<file path="src/rtl/gdd_pkg.sv">
package gdd_pkg;

    // Sensor pair decoded as {a, b}; a is the outer beam.
    typedef enum logic [1:0] {
        BEAM_NONE  = 2'b00,
        BEAM_INNER = 2'b01,
        BEAM_OUTER = 2'b10,
        BEAM_BOTH  = 2'b11
    } beam_t;

    typedef enum logic [2:0] {
        GS_WAIT  = 3'd0,   // discard input until both beams clear
        GS_ARMED = 3'd1,   // both clear, ready for a first step
        GS_IN1   = 3'd2,   // outer only
        GS_IN2   = 3'd3,   // both, inbound
        GS_IN3   = 3'd4,   // inner only, inbound
        GS_OUT1  = 3'd5,   // inner only
        GS_OUT2  = 3'd6,   // both, outbound
        GS_OUT3  = 3'd7    // outer only, outbound
    } gate_state_t;

    typedef struct packed {
        gate_state_t st;
        logic        enter_p;
        logic        exit_p;
    } gdd_regs_t;

endpackage

</file>
<file path="src/rtl/gdd_beam_decode.sv">
module gdd_beam_decode
    import gdd_pkg::*;
(
    input  logic  a_i,
    input  logic  b_i,
    output beam_t beam_o
);
    always_comb begin
        unique case ({a_i, b_i})
            2'b00:   beam_o = BEAM_NONE;
            2'b01:   beam_o = BEAM_INNER;
            2'b10:   beam_o = BEAM_OUTER;
            default: beam_o = BEAM_BOTH;
        endcase
    end
endmodule

</file>
<file path="src/rtl/gdd_step_logic.sv">
module gdd_step_logic
    import gdd_pkg::*;
(
    input  gate_state_t cur_i,
    input  beam_t       beam_i,
    output gate_state_t nxt_o,
    output logic        fire_in_o,
    output logic        fire_out_o
);
    // Step of a pass: hold on the same beam, advance on the next one,
    // re-arm on an early clear, otherwise drop to WAIT.
    function automatic gate_state_t follow(input beam_t here, input beam_t ahead,
                                           input gate_state_t self,
                                           input gate_state_t advance,
                                           input beam_t b);
        if (b == here)           return self;
        else if (b == ahead)     return advance;
        else if (b == BEAM_NONE) return GS_ARMED;
        else                     return GS_WAIT;
    endfunction

    always_comb begin
        nxt_o      = cur_i;
        fire_in_o  = 1'b0;
        fire_out_o = 1'b0;
        unique case (cur_i)
            GS_WAIT:  nxt_o = (beam_i == BEAM_NONE) ? GS_ARMED : GS_WAIT;
            GS_ARMED: begin
                unique case (beam_i)
                    BEAM_NONE:  nxt_o = GS_ARMED;
                    BEAM_OUTER: nxt_o = GS_IN1;
                    BEAM_INNER: nxt_o = GS_OUT1;
                    default:    nxt_o = GS_WAIT;
                endcase
            end
            GS_IN1:  nxt_o = follow(BEAM_OUTER, BEAM_BOTH,  GS_IN1,  GS_IN2,  beam_i);
            GS_IN2:  nxt_o = follow(BEAM_BOTH,  BEAM_INNER, GS_IN2,  GS_IN3,  beam_i);
            GS_OUT1: nxt_o = follow(BEAM_INNER, BEAM_BOTH,  GS_OUT1, GS_OUT2, beam_i);
            GS_OUT2: nxt_o = follow(BEAM_BOTH,  BEAM_OUTER, GS_OUT2, GS_OUT3, beam_i);
            GS_IN3: begin
                if (beam_i == BEAM_INNER) nxt_o = GS_IN3;
                else if (beam_i == BEAM_NONE) begin
                    nxt_o     = GS_ARMED;
                    fire_in_o = 1'b1;
                end else nxt_o = GS_WAIT;
            end
            GS_OUT3: begin
                if (beam_i == BEAM_OUTER) nxt_o = GS_OUT3;
                else if (beam_i == BEAM_NONE) begin
                    nxt_o      = GS_ARMED;
                    fire_out_o = 1'b1;
                end else nxt_o = GS_WAIT;
            end
            default: nxt_o = GS_WAIT;
        endcase
    end
endmodule

</file>
<file path="src/rtl/gate_dir_detector.sv">
module gate_dir_detector
    import gdd_pkg::*;
(
    input  logic clk_i,
    input  logic rst_i,
    input  logic a_i,
    input  logic b_i,
    output logic enter_o,
    output logic exit_o,
    output logic led_a_o,
    output logic led_b_o
);
    beam_t       beam;
    gate_state_t step_nxt;
    logic        fire_in;
    logic        fire_out;
    gdd_regs_t   regs_d;
    gdd_regs_t   regs_q;

    gdd_beam_decode u_decode (
        .a_i    (a_i),
        .b_i    (b_i),
        .beam_o (beam)
    );

    gdd_step_logic u_step (
        .cur_i      (regs_q.st),
        .beam_i     (beam),
        .nxt_o      (step_nxt),
        .fire_in_o  (fire_in),
        .fire_out_o (fire_out)
    );

    always_comb begin
        regs_d         = regs_q;
        regs_d.st      = step_nxt;
        regs_d.enter_p = fire_in;
        regs_d.exit_p  = fire_out;
        if (rst_i) begin
            regs_d.st      = GS_WAIT;
            regs_d.enter_p = 1'b0;
            regs_d.exit_p  = 1'b0;
        end
    end

    always_ff @(posedge clk_i) begin
        regs_q <= regs_d;
    end

    assign enter_o = regs_q.enter_p;
    assign exit_o  = regs_q.exit_p;
    assign led_a_o = a_i;
    assign led_b_o = b_i;
endmodule

</file>
<file path="config.mk">
export PLATFORM = sky130hd
export DESIGN_NAME = gate_dir_detector
export DESIGN_NICKNAME = d
export VERILOG_FILES = /design/src/rtl/gdd_pkg.sv /design/src/rtl/gdd_beam_decode.sv /design/src/rtl/gdd_step_logic.sv /design/src/rtl/gate_dir_detector.sv
export SDC_FILE = /design/constraint.sdc
export NUM_CORES = 1
export LEC_CHECK = 0
export BUFFER_PORTS_ARGS = -buffer_cell sky130_fd_sc_hd__clkbuf_2
export CELL_PAD_IN_SITES_DETAIL_PLACEMENT = 0
export CELL_PAD_IN_SITES_GLOBAL_PLACEMENT = 2
export CORE_UTILIZATION = 26
export CTS_CLUSTER_DIAMETER = 60
export CTS_CLUSTER_SIZE = 8
export DETAILED_ROUTE_END_ITERATION = 6
export GPL_TIMING_DRIVEN = 0
export MAX_ROUTING_LAYER = met4
export PLACE_DENSITY = 0.66
export SETUP_SLACK_MARGIN = 0.3
export SLEW_MARGIN = 30
export SYNTH_ARGS = -nofsm -noshare
export SYNTH_HDL_FRONTEND = slang
export SYNTH_HIERARCHICAL = 1
export SYNTH_SLANG_ARGS = --single-unit
export TNS_END_PERCENT = 10
</file>
<file path="constraint.sdc">
create_clock -name clk_i -period 1.35 [get_ports clk_i]
set_input_delay 0.3375 -clock clk_i [delete_from_list [all_inputs] [get_ports clk_i]]
set_output_delay 0.3375 -clock clk_i [all_outputs]
set_load 0.01 [all_outputs]
</file>
==> impl_metrics.yaml, run 1 <==
floorplan:
  row_count: 14
  initial_core_util: 0.2800
  die_x_um: 42.51
  die_area_um2: 1807
  die_h_um: 42.51
  io_pins: 8
  core_area_um2: 1524
clock_network:
  clock_latency_ns: 0.24
  root_buffer: "clkbuf_4"
  cts_made_buffers: 3
  cts.sinks: 5
  ctsHoldBuffers: 0
  cts_tree: "yes"
  h-tree-depth: 1
  clk_path_buf_depth: 2
  path_clk_slew_ns: 0.04
sta:
  slew_headroom: 0.8586
  slew_violations: 0
  setup_viol: 0
  skew_ns: 0.001114
  worst_pin_slew_ns: 0.2121
  period_needed_ns: 1.105
  timing.fmax_mhz: 905.2
  rsz0062_at_grt: "yes"
  tns_ns: 0
  min_period_over_period: 0.8184
  hold_viol_final: 0
  setup_ws_ns: 0.2452
setup_path:
  startpoint_type: "flip-flop"
  endpoint_kind: "flip-flop"
  rrSetupSlack_ns: 0.25
  r2r_end: "regs_q[2]"
  cp.required_ns: 1.48
  arrival_ns: 1.23
  path_class: "reg2reg"
  crit_fanout: 6
  reg2reg_depth: 5
  r2r_start: "regs_q[2]"
min_path:
  min_path_cells: 2
  holdPathEnd: "regs_q[4]"
  worst_hold_startpoint: "rst_i"
  hold_path.class: "in2reg"
layout:
  diodes: 0
  drive_gt1_frac: 0.4769
  final_area_um2: 661.9
  final_nets: 77
  finish.utilization: 0.4343
  fill_cells: 158
  syn2layout_area_growth_pct: 55.13
synthesis:
  synth-simple-area-share: 0.1994
  ys.flop_type: "dfxtp_1"
  synth_cells: 52
  synth_cell_types: 22
  synthXorXnorAreaFrac: 0
  synth_adder_area_share: 0.2053
  async_reset_ff_frac: 0
  syn-num-nets: 63
  synth_most_common_cell: "ha_1"
  yosys_warnings: 6
  synthTopCellsByCount: "ha_1 (7), nor2b_1 (6), dfxtp_1 (5), nand2_1 (4), nor2_1 (4)"
  muxShareOfSynthArea: 0.07038
  synthTopCellsByArea: "dfxtp_1 (23%), ha_1 (21%), nor2b_1 (8.8%)"
  synth_seq_cells: 5
  yosysSeqAreaShare: 0.2346
  synth-compound-area-share: 0.1584
  synth_top_family_by_area: "adder cells"
  synth.avg_cell_area_um2: 8.205
  netlist_area_um2: 426.7
  synth_edf_count: 0
  synth_top_area_cell: "dfxtp_1"
  synth_top_area_share: 0.2346
placed_design:
  place_hpwl_um: 605.2
  io_buffers: 5
  pre_cts_ws_ns: 0.02030
  place_congestion: 0.6571
  placed_area_um2: 550.5
global_routing:
  grt_max_degree: 9
  track_usage: 0.1133
  grt_pass1_wl_um: 1435
  antenna_found_initial: 0
  grt_pass1_vias: 373
  overflow: 0
job:
  maxCapViolCount: 0
drt:
  drc: 0
  num_vias: 369
  routed_wl_um: 840
  dr.pass1.iters: 3
  via_per_inst: 4.556
  drt-initial-drc-count: 6
  wire_per_inst_um: 10.37
  ant_nets: 0
power_and_ir_drop:
  leakagePower_nw: 0.2675
  peakVddDrop_mv: 0.2044
  power_w: 0.0004395
  p_per_area_nw_per_um2: 664.0
run_status:
  status: "finished, final reports clean"
==> sequential cells by signal, indices dropped and copies added, names as in the netlist <==
name / count
exit_o: 1
regs_q: 3
enter_o: 1
==> cells in the final DEF, fill, tap and decap left out, types with 3 or more instances in the layout <==
| master | count |
|---|---|
| ha_4 | 4 |
| buf_6 | 3 |
| clkbuf_2 | 5 |
| dfxtp_1 | 3 |
| mux2i_1 | 3 |
| nor2b_1 | 6 |
| nor2_1 | 3 |
| buf_4 | 5 |
| clkbuf_4 | 3 |
| ha_1 | 3 |
==> what timing repair did <==
item	4_1_cts	5_1_grt
resized for setup	11	4
cloned	1	0
setup buffers	3	0
pin swaps	7	2
endpoints found under the hold margin	0	0
setup endpoints to repair	3	3
==> worst max-delay path: stages, from the launching register on <==
cell     delay (ns)
dfxtp_4        0.39
inv_4          0.05
o31a_1         0.27
nor2_1         0.10
a31oi_1        0.05
nor2b_1        0.13
==> per-stage QoR <==
stage | hold WS [ns] | instances
finish | 0.3162 | 81
global route | 0.3244 | 81
CTS | 0.3090 | 81
detailed placement | 0.5788 | 73
global placement | 0.5699 | 73
floorplan | 0.4091 | 52
==> how the worst max path moves through the flow <==
stage | start | end | slack [ns] | cells after the start
finish | regs_q[2] | regs_q[2] | 0.25 | 5
global route | regs_q[2] | regs_q[2] | 0.20 | 5
CTS | regs_q[4] | regs_q[2] | 0.27 | 5
detailed placement | a_i | regs_q[2] | 0.02 | 7
global placement | a_i | regs_q[2] | 0.04 | 7
floorplan | a_i | regs_q[2] | 0.11 | 7
==> cells by family after synthesis <==
kind of cell               Yosys count
muxes                                3
AOI/OAI and AO/OA                   10
DFF                                  5
and+or+nand+nor                     17
buffers and inverters               10
adders and majority gates            7
==> cell type report <==
cell class	instances	area [µm²]	share of cell area
Timing Repair Buffer	9	58.81	0.08885
Multi-Input combinational cell	37	336.6	0.5085
Buffer	6	87.58	0.1323
Clock buffer	4	26.28	0.03970
Inverter	4	27.53	0.04159
Tap cell	16	20.02	0.03025
Sequential cell	5	105.1	0.1588
==> report_power, final <==
| part | switching (W) | leakage [nW] | internal, W | total, W |
|---|---|---|---|---|
| Sequential | 0.00000714 | 0.0417 | 0.000152 | 0.000159 |
| Clock | 0.0000595 | 0.0150 | 0.000112 | 0.000171 |
| Combinational | 0.0000483 | 0.211 | 0.0000608 | 0.000109 |
| Total | 0.000115 | 0.267 | 0.000325 | 0.000440 |
==> routing by layer <==
metal | vias up | wire length, µm | share of wire | track usage
li1 | 197 | - | - | -
met5 | - | 0 | 0 | -
met2 | 7 | 465 | 0.55 | 0.2000
met1 | 163 | 349 | 0.42 | 0.1010
met4 | 0 | 6 | 0.0071 | 0.09375
met3 | 2 | 19 | 0.023 | 0.02586
Note: power is estimated with default switching activity, not from simulation.
==> inputs of run 2 (changes only) <==
==> constraint.sdc (replaced) <==
create_clock -name clk_i -period 0.9 [get_ports clk_i]
set_input_delay 0.225 -clock clk_i [delete_from_list [all_inputs] [get_ports clk_i]]
set_output_delay 0.225 -clock clk_i [all_outputs]
set_load 0.01 [all_outputs]
==> impl_metrics.yaml, run 2 (same netlist as run 1, synthesis figures left out) <==
run_status:
  status: "finished with violations"
  violations: "setup timing"
setup_path:
  arrival_ns: 1.23
  critPathLaunch: "regs_q[2]"
  path_depth: 5
  cp.required_ns: 1.03
  path_cells: "inv_4, o31a_1, nor2_1, a31oi_1, nor2b_1"
  critPathTopFamily: "flip-flops"
  slowest_stage: "dfxtp_4"
  crit_fanout: 6
  startpoint_type: "flip-flop"
  cpPeakStageDelay_ns: 0.39
  reg2reg_depth: 5
  r2r_start: "regs_q[2]"
  endpoint_kind: "flip-flop"
  rrSetupSlack_ns: -0.20
  path_class: "reg2reg"
  path_buf_inv: 1
placed_design:
  place_congestion: 0.6571
  place_hpwl_um: 605.2
  io_buffers: 5
  placed_area_um2: 550.5
min_path:
  worst_hold_startpoint: "rst_i"
  hold_path.class: "in2reg"
  min_path_cells: 2
floorplan:
  die_area_um2: 1807
  die_h_um: 42.51
  row_count: 14
  io_pins: 8
  initial_core_util: 0.2800
  die_x_um: 42.51
  core_area_um2: 1524
sta:
  rsz0062_at_grt: "yes"
  worst_pin_slew_ns: 0.2111
  period_needed_ns: 1.102
  setup_viol: 4
  slew_headroom: 0.8592
  tns_ns: -0.5439
  timing.fmax_mhz: 907.2
  min_period_over_period: 1.225
  hold_viol_final: 0
  slew_violations: 0
  setup_ws_ns: -0.2023
  skew_ns: 0.001203
clock_network:
  clk_path_buf_depth: 2
  root_buffer: "clkbuf_4"
  clock_latency_ns: 0.24
  cts_made_buffers: 3
  ctsHoldBuffers: 0
  h-tree-depth: 1
  path_clk_slew_ns: 0.04
  cts_tree: "yes"
  cts.sinks: 5
power_and_ir_drop:
  p_per_area_nw_per_um2: 987.7
  switching_share: 0.2547
  clkPwrFrac: 0.389
  pwr-share-comb: 0.249
  intPower_w: 0.0004919
  peakVddDrop_mv: 0.3102
  power_frac_seq: 0.362
  power.switching_w: 0.0001681
  leakagePower_nw: 0.2809
global_routing:
  antenna_found_initial: 0
  grt_pass1_vias: 365
  grt_max_degree: 9
  track_usage: 0.1070
  grt_pass1_wl_um: 1359
  overflow: 0
layout:
  diodes: 0
  final_nets: 78
  final_area_um2: 668.1
  drive_gt1_frac: 0.5000
  layout_commonest_cell: "buf_6"
  syn2layout_area_growth_pct: 56.60
  layout_common_cells: "buf_6 (7), nor2b_1 (6), ha_1 (4), buf_4 (4)"
  top_register: "regs_q"
  largest_register_ffs: 3
drt:
  num_vias: 373
  drt-initial-drc-count: 8
  wire_per_inst_um: 10.13
  drc: 0
  via_per_inst: 4.549
  routed_wl_um: 831
  dr.pass1.iters: 2
  ant_nets: 0
job:
  maxCapViolCount: 0
## run 2: worst paths after layout
path / end
setup reg to reg: regs_q[2]
hold reg to reg: enter_o
setup / recovery: regs_q[2]
hold / removal: regs_q[4]
## run 2: worst register-to-register path: cells and delay by family (launching register included)
| kind | cells | cell delay [ns] |
|---|---|---|
| and+or+nand+nor | 2 | 0.23 |
| buffers and inverters | 1 | 0.05 |
| DFF | 1 | 0.39 |
| AOI/OAI and AO/OA | 2 | 0.32 |
## run 2: power by group through the flow
stage	combinational, W	sequential, W	clock, W
3_3_place_gp	0.000133	0.000239	0
3_5_place_dp	0.000136	0.000238	0
4_1_cts	0.000156	0.000237	0.000274
6_report	0.000164	0.000239	0.000257
5_1_grt	0.000180	0.000240	0.000281
2_1_floorplan	0.000112	0.000237	0
## run 2: through the flow
stage	hold slack (ns)	cells	total power, W	utilization	worst slack (ns)
3_3_place_gp	0.4574	73	0.0003721	0.3612	-0.2933
5_1_grt	0.2117	82	0.0007004	0.4384	-0.2484
3_5_place_dp	0.4663	73	0.0003741	0.3612	-0.3172
2_1_floorplan	0.2966	52	0.0003493	-	-0.2306
4_1_cts	0.1965	81	0.0006678	0.4245	-0.1831
6_report	0.2038	82	0.0006599	0.4384	-0.2023
## run 2: layer usage
metal,up-vias,part of all wire,global-route usage
li1,197,-,-
met1,167,0.43,0.09845
met2,7,0.54,0.1815
met3,2,0.022,0.02586
met4,0,0.0072,0.09375
met5,-,0,-
## run 2: repair_timing
item / CTS / global route
cloned: 1 / 0
resized for setup: 14 / 7
endpoints found under the setup margin: 9 / 9
setup buffers: 3 / 1
pin swaps: 8 / 3
## run 2: area by class of cell
cell class,count,area [µm²]
Multi-Input combinational cell,37,319.1
Timing Repair Buffer,10,78.83
Sequential cell,5,106.4
Buffer,6,95.09
Clock buffer,4,26.28
Tap cell,16,20.02
Inverter,4,22.52
Fill cell,162,855.8
==> inputs of run 3 (changes only) <==
--- a/config.mk
+++ b/config.mk
@@ -14,9 +14,9 @@
 export DETAILED_ROUTE_END_ITERATION = 6
 export GPL_TIMING_DRIVEN = 0
 export MAX_ROUTING_LAYER = met4
-export PLACE_DENSITY = 0.66
+export PLACE_DENSITY = 0.74
 export SETUP_SLACK_MARGIN = 0.3
-export SLEW_MARGIN = 30
+export SLEW_MARGIN = 20
 export SYNTH_ARGS = -nofsm -noshare
 export SYNTH_HDL_FRONTEND = slang
 export SYNTH_HIERARCHICAL = 1
==> impl_metrics.yaml, run 3 (same netlist as run 1, synthesis figures left out) <==
drt:
  wire_per_inst_um: 10.76
  num_vias: 385
  highest_layer: "met4"
  wl_met1_um: 404
  drc: 0
  routed_wl_um: 850
  dr.pass1.iters: 4
  ant_nets: 0
  routed-wl-met3_um: 26
  via_per_inst: 4.873
  wl_met2_um: 411
  drt-initial-drc-count: 3
setup_path:
  endpoint_kind: "flip-flop"
  startpoint_type: "flip-flop"
  slowest_stage: "dfxtp_2"
  arrival_ns: 1.26
  path_cells: "buf_6, nor2_1, nand2_1, a21o_1, a31oi_1, nor2b_1"
  cp.required_ns: 1.07
  path_class: "reg2reg"
  crit_fanout: 10
  cpPeakStageDelay_ns: 0.31
run_status:
  violations: "setup timing"
  status: "finished with violations"
clock_network:
  cts.sinks: 5
  clock_latency_ns: 0.24
  ctsHoldBuffers: 0
  path_clk_slew_ns: 0.05
  cts_tree: "yes"
  clk_path_buf_depth: 2
  h-tree-depth: 1
  root_buffer: "clkbuf_4"
  cts_made_buffers: 3
sta:
  hold_viol_final: 0
  skew_ns: 0.005556
  period_needed_ns: 1.090
  setup_viol: 3
  slew_headroom: 0.8511
  slew_violations: 0
  worst_pin_slew_ns: 0.2234
  timing.fmax_mhz: 917.0
  setup_ws_ns: -0.1905
  min_period_over_period: 1.212
  rsz0062_at_grt: "yes"
placed_design:
  io_buffers: 5
  place_hpwl_um: 591
  placed_cells: 73
  place_congestion: 0.7007
floorplan:
  io_pins: 8
  die_x_um: 42.51
  die_area_um2: 1807
  core_area_um2: 1524
  row_count: 14
  die_h_um: 42.51
  initial_core_util: 0.2800
global_routing:
  grt_pass1_vias: 347
  overflow: 0
  grt_pass1_wl_um: 1380
  antenna_found_initial: 0
  track_usage: 0.1090
  grt_max_degree: 11
layout:
  largest_register_ffs: 3
  drive_gt1_frac: 0.4603
  layout_common_cells: "buf_6 (7), nor2b_1 (6), nand2_1 (4), nor2_1 (4), ha_1 (4)"
  layout_commonest_cell: "buf_6"
  finish.utilization: 0.4187
  fill_cells: 158
  syn2layout_area_growth_pct: 49.56
  diodes: 0
  top_register: "regs_q"
  final_nets: 75
  instances_no_fill: 79
min_path:
  hold_path.class: "in2reg"
power_and_ir_drop:
  leakagePower_nw: 0.2654
  peakVddDrop_mv: 0.5653
  p_per_area_nw_per_um2: 1012
job:
  maxCapViolCount: 0
## run 3: cell count changes in the layout (fill, tap and decap cells not counted), sizes merged
cell	change
buf	-4
clkbuf	+1
## run 3: cell type report
class	count	area [µm²]	area share
Timing Repair Buffer	7	56.30	0.08824
Sequential cell	5	106.4	0.1667
Multi-Input combinational cell	37	311.5	0.4882
Clock buffer	4	26.28	0.04118
Buffer	6	95.09	0.1490
Inverter	4	22.52	0.03529
Tap cell	16	20.02	0.03137
## run 3: through the flow
step	hold slack, ns	setup slack [ns]	power (W)	instance area (µm²)	setup TNS (ns)
6_report	0.2102	-0.1905	0.0006456	638.1	-0.5219
5_1_grt	0.2073	-0.2385	0.0006838	638.1	-0.7464
3_3_place_gp	0.4675	-0.3050	0.0003768	550.5	-0.9908
4_1_cts	0.2069	-0.1727	0.0006495	615.6	-0.5098
2_1_floorplan	0.2966	-0.2306	0.0003493	505.5	-0.6595
3_5_place_dp	0.4717	-0.2923	0.0003751	550.5	-0.9958
## run 3: critical path, delay by kind of cell, from the launching register on
family,cells,cell delay (ns)
AOI/OAI and AO/OA,2,0.30
buffers and inverters,1,0.13
DFF,1,0.31
and+or+nand+nor,3,0.27
## run 3: report_power, final
part	total [W]	internal, W	switching [W]
Clock	0.000257	0.000167	0.0000894
Sequential	0.000237	0.000228	0.00000920
Combinational	0.000151	0.0000859	0.0000654
Total	0.000646	0.000482	0.000164
## run 3: final timing paths
check,slack (ns),endpoint,depth (start not counted),startpoint
max reg2reg,-0.19,regs_q[2],6,regs_q[4]
max,-0.19,regs_q[2],6,regs_q[4]
min,0.21,regs_q[4],2,rst_i
min reg2reg,0.60,enter_o,2,regs_q[2]
## run 3: per-layer routing
layer / track usage / vias up
met4: 0.03750 / 0
met5: - / -
li1: - / 195
met3: 0.06466 / 2
met2: 0.1631 / 6
met1: 0.1198 / 182
## run 3: what timing repair did
| action | in CTS | in global routing |
|---|---|---|
| resized for setup | 12 | 5 |
| endpoints found under the setup margin | 9 | 9 |
| setup buffers | 1 | 1 |
| pin swaps | 4 | 1 |
| hold endpoints to repair | 0 | 0 |
